--- src/rtl/scl_gen_pkg.sv ---
package scl_gen_pkg;

  // Strobes from the control section to the datapath, one cycle each.
  typedef struct packed {
    logic clrCnt;   // zero the phase counter
    logic incCnt;   // advance the phase counter
    logic drvLow;   // pull SCL low
    logic drvRel;   // release SCL
  } sclStrb_t;

endpackage

--- src/rtl/scl_gen_dpath.sv ---
module scl_gen_dpath
  import scl_gen_pkg::*;
#(
  parameter int CNT_W = 8
) (
  input  logic             clk,
  input  logic             rstN,
  input  logic             runEn,
  input  logic             sclIn,
  input  sclStrb_t         strb,
  input  logic [CNT_W-1:0] lowCount,
  input  logic [CNT_W-1:0] highCount,
  output logic             sclLvl,
  output logic             lowHit,
  output logic             highHit,
  output logic             sclRise,
  output logic             sclFall
);

  localparam logic [CNT_W-1:0] ONE = CNT_W'(1);

  logic [CNT_W-1:0] cnt;
  logic [CNT_W-1:0] lowEff;
  logic [CNT_W-1:0] highEff;
  logic             sclPrev;

  // A programmed zero is stretched to one cycle.
  assign lowEff  = (lowCount  == '0) ? ONE : lowCount;
  assign highEff = (highCount == '0) ? ONE : highCount;

  // Terminal compare; >= keeps a phase finite if a count is lowered.
  assign lowHit  = (cnt >= (lowEff  - ONE));
  assign highHit = (cnt >= (highEff - ONE));

  always_ff @(posedge clk or negedge rstN) begin
    if (!rstN)            cnt <= '0;
    else if (strb.clrCnt) cnt <= '0;
    else if (strb.incCnt) cnt <= cnt + ONE;
  end

  always_ff @(posedge clk or negedge rstN) begin
    if (!rstN)            sclLvl <= 1'b1;
    else if (strb.drvRel) sclLvl <= 1'b1;
    else if (strb.drvLow) sclLvl <= 1'b0;
  end

  // Edge detection on the observed bus level.
  always_ff @(posedge clk or negedge rstN) begin
    if (!rstN) sclPrev <= 1'b1;
    else       sclPrev <= sclIn;
  end

  assign sclRise = runEn &  sclIn & ~sclPrev;
  assign sclFall = runEn & ~sclIn &  sclPrev;


  low_span_chk: assert property (@(posedge clk) disable iff (!rstN)
    !sclLvl |-> (cnt < lowEff));


  fall_strobe_chk: assert property (@(posedge clk) disable iff (!rstN)
    (runEn && $fell(sclIn)) |-> sclFall);


  rise_strobe_chk: assert property (@(posedge clk) disable iff (!rstN)
    (runEn && $rose(sclIn)) |-> sclRise);

endmodule

--- src/rtl/scl_gen_ctrl.sv ---
module scl_gen_ctrl
  import scl_gen_pkg::*;
(
  input  logic     clk,
  input  logic     rstN,
  input  logic     runEn,
  input  logic     masterMode,
  input  logic     srcSel,
  input  logic     tmrOvf,
  input  logic     sclIn,
  input  logic     sclLvl,
  input  logic     lowHit,
  input  logic     highHit,
  output sclStrb_t strb
);

  logic active;

  assign active = runEn & masterMode;

  always_comb begin
    strb = '0;
    if (!active) begin
      strb.clrCnt = 1'b1;
      strb.drvRel = 1'b1;
    end else if (srcSel) begin
      // Timer base: counter idle, each overflow flips the level.
      strb.clrCnt = 1'b1;
      if (tmrOvf) begin
        if (!sclLvl)    strb.drvRel = 1'b1;
        else if (sclIn) strb.drvLow = 1'b1;
      end
    end else if (!sclLvl) begin
      if (lowHit) begin
        strb.drvRel = 1'b1;
        strb.clrCnt = 1'b1;
      end else begin
        strb.incCnt = 1'b1;
      end
    end else if (sclIn) begin
      if (highHit) begin
        strb.drvLow = 1'b1;
        strb.clrCnt = 1'b1;
      end else begin
        strb.incCnt = 1'b1;
      end
    end
  end


  idle_release_chk: assert property (@(posedge clk) disable iff (!rstN)
    !runEn |=> sclLvl);


  slave_release_chk: assert property (@(posedge clk) disable iff (!rstN)
    !masterMode |=> sclLvl);


  tmr_hold_chk: assert property (@(posedge clk) disable iff (!rstN)
    (active && srcSel && !tmrOvf) |=> $stable(sclLvl));


  stretch_hold_chk: assert property (@(posedge clk) disable iff (!rstN)
    (active && sclLvl && !sclIn) |=> sclLvl);

endmodule

--- src/rtl/scl_gen.sv ---
module scl_gen
  import scl_gen_pkg::*;
#(
  parameter int CNT_W = 8
) (
  input  logic             clk,
  input  logic             rstN,
  input  logic             runEn,
  input  logic             masterMode,
  input  logic             srcSel,
  input  logic             tmrOvf,
  input  logic [CNT_W-1:0] lowCount,
  input  logic [CNT_W-1:0] highCount,
  input  logic             sclIn,
  output logic             sclOut,
  output logic             sclRise,
  output logic             sclFall
);

  sclStrb_t strb;
  logic     sclLvl;
  logic     lowHit;
  logic     highHit;

  scl_gen_ctrl u_ctrl (
    .clk        (clk),
    .rstN       (rstN),
    .runEn      (runEn),
    .masterMode (masterMode),
    .srcSel     (srcSel),
    .tmrOvf     (tmrOvf),
    .sclIn      (sclIn),
    .sclLvl     (sclLvl),
    .lowHit     (lowHit),
    .highHit    (highHit),
    .strb       (strb)
  );

  scl_gen_dpath #(.CNT_W(CNT_W)) u_dpath (
    .clk       (clk),
    .rstN      (rstN),
    .runEn     (runEn),
    .sclIn     (sclIn),
    .strb      (strb),
    .lowCount  (lowCount),
    .highCount (highCount),
    .sclLvl    (sclLvl),
    .lowHit    (lowHit),
    .highHit   (highHit),
    .sclRise   (sclRise),
    .sclFall   (sclFall)
  );

  assign sclOut = sclLvl;

endmodule

--- config.mk ---
export PLATFORM = sky130hd
export DESIGN_NAME = scl_gen
export DESIGN_NICKNAME = d
export VERILOG_FILES = /design/src/rtl/scl_gen_pkg.sv /design/src/rtl/scl_gen_dpath.sv /design/src/rtl/scl_gen_ctrl.sv /design/src/rtl/scl_gen.sv
export SDC_FILE = /design/constraint.sdc
export NUM_CORES = 1
export LEC_CHECK = 0
export BUFFER_PORTS_ARGS = -buffer_cell sky130_fd_sc_hd__buf_2
export CAP_MARGIN = 20
export CORE_AREA = 4 4 64 66
export CTS_CLUSTER_SIZE = 10
export DETAILED_ROUTE_END_ITERATION = 8
export DIE_AREA = 0 0 68 70
export PLACE_DENSITY = 0.64
export SETUP_SLACK_MARGIN = 0.2
export SLEW_MARGIN = 20
export SYNTH_ARGS = -nofsm -noshare
export SYNTH_HDL_FRONTEND = slang
export SYNTH_SLANG_ARGS = --single-unit
--- constraint.sdc ---
create_clock -name clk -period 2.8 [get_ports clk]
set_input_delay 0.14 -clock clk [delete_from_list [all_inputs] [get_ports clk]]
set_output_delay 0.14 -clock clk [all_outputs]
set_load 0.02 [all_outputs]
==> metrics.md <==
| Metric | Value |
|---|---|
| Status | `finished with violations` |
| Violated checks | `negative setup slack` |
| Post-Synth Adder-Cell Area | `0.195` |
| Crit-path leading delay family | `compound AO/OA/AOI/OAI gates` |
| Worst skew pair latency | `260 ps` |
| Overall Global Routing Usage | `0.146` |
| Number of nets with antenna violations after routing | `0` |
| PD cells | `240 nW/um2` |
| Synth area leader | `ha_1` |
| Period utilization | `1.00` |
| P&R area growth vs syn | `53.6%` |
| Post-Syn Area | `around 1200 um2` |
| GPL Wtd Cong | `between 0.7 and 0.8` |
| Detailed placement HPWL | `between 2 and 3 mm` |
| Drt pass-1 iters | `4` |
| CP max-delay cell | `a2111oi_4` |
| Crit path cell chain | `buf_8 > nor4_4 > nand2_1 > o21bai_1 > inv_1 > ha_2 > nand2_2 > xor2_1 > ha_1 > a21o_1 > a2111oi_4 > o21ai_4 > a2111oi_4 > xnor2_1 > nor2_2` |
| YS warnings | `0` |
| RSZ-0062 raised after global routing | `true` |
| Initial core utilization | `0.340` |
| Worst path bufs/invs | `2` |
| Vias in the first global route | `1,230` |
| Maximum clock path buffer count | `2` |
| Cells after Synth | `136` |
| DR vias | `roughly 1,200` |
| Leakage power | `0.834 nW` |
| Minimum clock period | `2810 ps` |
| I/O Pins | `26` |
| Post-DR wirelength/cell | `13.8 um` |
| CTS buffer count | `3` |
| Nets | `~240` |
| Largest cells by area after synthesis | `ha_1 (20%), dfrtp_1 (16%), xnor2_1 (10%)` |
| Post-synth top area share | `0.195` |
| CTS Sinks | `10` |
| Clock tree from TritonCTS | `built` |
| Compound-gate portion of the synthesized area | `0.259` |
| Synthesized Nets | `178` |
| Die Ht | `about 70 um` |
| Post-synth EDFFs | `0` |
| Met2 routed WL | `1.85 mm` |
| Final setup fails | `1` |
| CP arrival | `about 3000 ps` |
| Max cap viols | `0` |
| Core area | `3580 um2` |
| Most common cell after layout, fill and taps aside | `buf_4` |
| Drc violations | `0` |
| GRT overflow | `0` |
| Hold Fails Final Rpt | `0` |
| Number of antenna violations at the first check in global routing | `0` |
| Share of layout cells above drive strength 1 | `0.475` |
| Die width | `~68 um` |
| Crit-path max cell delay | `400 ps` |
| Register area share after synthesis | `0.208` |
| FFs w/ async S/R, synth | `1.00` |
| Slew HR | `0.724` |
| Critical-path maximum fanout | `5` |
| PortBufs | `25` |
| Flops & latches, synth | `10` |
| H-tree depth | `1` |
| Largest family of logic cells by synthesized area | `compound AO/OA/AOI/OAI gates` |
| Final instance area | `approximately 1900 um2` |
| Setup WS post-layout | `-6.88 ps` |
| # fillers | `340` |
| Crit path launch type | `primary input` |
| Post-synth top flop | `dfrtp_1` |
| Initial DRC Count | `between 50 and 60` |
| Row count | `22` |
| Slew @ Worst Pin | `413 ps` |
| Most frequent cells in the layout | `buf_4 (32), buf_2 (22), ha_1 (17)` |
| Met3 WL | `92 um` |
| Cell Area, Placed | `1620 um2` |
| Hold Crit Class | `in2async` |
| Nature of the critical path endpoint | `flip-flop` |
| M1 WL | `1.47 mm` |
| Final core utilization | `0.523` |
| Largest net degree at the start of global routing | `11` |
| Syn avg cell area | `8.95 um2` |
| Post-synthesis mux area share | `0` |
| WL final | `3.42 mm` |
| Diode count | `0` |
| Vias per cell | `4.96` |
| Global-route wire length before repair | `5.49 mm` |
| Peak supply drop | `0.161 mV` |
| Max Fclk | `around 360 MHz` |
| Simple logic cell fraction of the synthesized area | `0.185` |
| Worst endpoint required time | `about 3000 ps` |
| Tot Pwr | `449 uW` |
| Clk slew on worst S/H paths | `70 ps` |
| Die ar. | `4760 um2` |
| WS Path Type | `in2reg` |
| Top layer in use | `met4` |
| XOR/XNOR share of the synthesized area | `0.122` |
| Fin Setup TNS | `-6.88 ps` |
| Clock Tree Root | `clkbuf_4` |
| Crit-path most repeated cell | `a2111oi_4` |
| Skew final | `about 5.4 ps` |
| Cell variety after synth | `36` |
| Max Transition Viols Final | `0` |
==> worst register-to-register path: stages, from the launching register on <==
cell and delay, ps:
dfrtp_1 430, inv_1 110, ha_1 290, nand2b_1 170, a2111oi_4 490, o21ai_4 170, a2111oi_4 390, xnor2_1 170
nor2_2 40
==> path summary, 6_finish.rpt <==
path	startpoint	endpoint	slack, ps	cells after the start
worst max-delay path	highCount[4]	u_dpath.cnt[7]	-7	15
worst min-delay path	rstN	u_dpath.cnt[3]	250	2
worst max register to register	u_dpath.cnt[0]	u_dpath.cnt[7]	430	8
worst min register to register	u_dpath.cnt[7]	u_dpath.cnt[7]	620	2
max in group asynchronous	rstN	u_dpath.sclLvl	2290	2
min in group clk	masterMode	u_dpath.sclLvl	250	3
==> where the power goes <==
group	switching (mW)	total, mW	internal, mW
sequential	0.00212	0.149	0.147
clock	0.0498	0.129	0.0789
combinational	0.0828	0.171	0.0885
==> what timing repair did <==
action / in CTS / in global routing
buffers inserted: 5 / 8
resized for setup: 12 / 12
hold buffers: 1 / 1
endpoints found under the setup margin: 9 / 9
hold endpoints to repair: 10 / 1
pin swaps: 6 / 17
==> stage by stage <==
step	std cells	hold slack (ps)	worst slack (ps)
after global routing	248	252	-189
after global placement	229	12.0	-275
after detailed placement	229	14.2	-377
after floorplan	136	-156	59.0
after CTS	239	4.99	60.8
final	248	250	-6.88
==> cell type report <==
class	count	area, um2	share of cell area
Multi-Input combinational cell	116	1060	0.569
Clock buffer	4	36.3	0.0194
Inverter	10	37.5	0.0201
Tap cell	48	60.1	0.0321
Timing Repair Buffer	60	419	0.224
Sequential cell	10	253	0.135
==> cells in the mapped netlist (3+ instances only) <==
| master | count |
|---|---|
| nand2b_1 | 3 |
| ha_1 | 19 |
| xor2_1 | 3 |
| o21ai_0 | 4 |
| inv_1 | 10 |
| dfrtp_1 | 8 |
| xnor2_1 | 14 |
| o2111ai_1 | 3 |
| a21oi_1 | 7 |
| nand2_1 | 9 |
| a2111oi_4 | 4 |
| nor2_1 | 16 |
| nand3_1 | 4 |
==> cells by family after synthesis <==
logic type                 after synthesis
xor gates and xnor gates                17
and+or+nand+nor                         46
AOI/OAI and AO/OA                       34
buffers and inverters                   10
adders and majority gates               19
DFF                                     10
==> layer usage <==
| layer | up-vias | track usage |
|---|---|---|
| met5 | - | 0 |
| met4 | 0 | 0.0265 |
| met3 | 2 | 0.0161 |
| met2 | 16 | 0.268 |
| met1 | 578 | 0.178 |
| li1 | 633 | - |
==> registers in the layout, summed over array words and instances (netlist names) <==
signal and cells:
u_dpath.sclPrev 1, u_dpath.cnt 8, u_dpath.sclLvl 1
(Power assumes the default switching activity.)
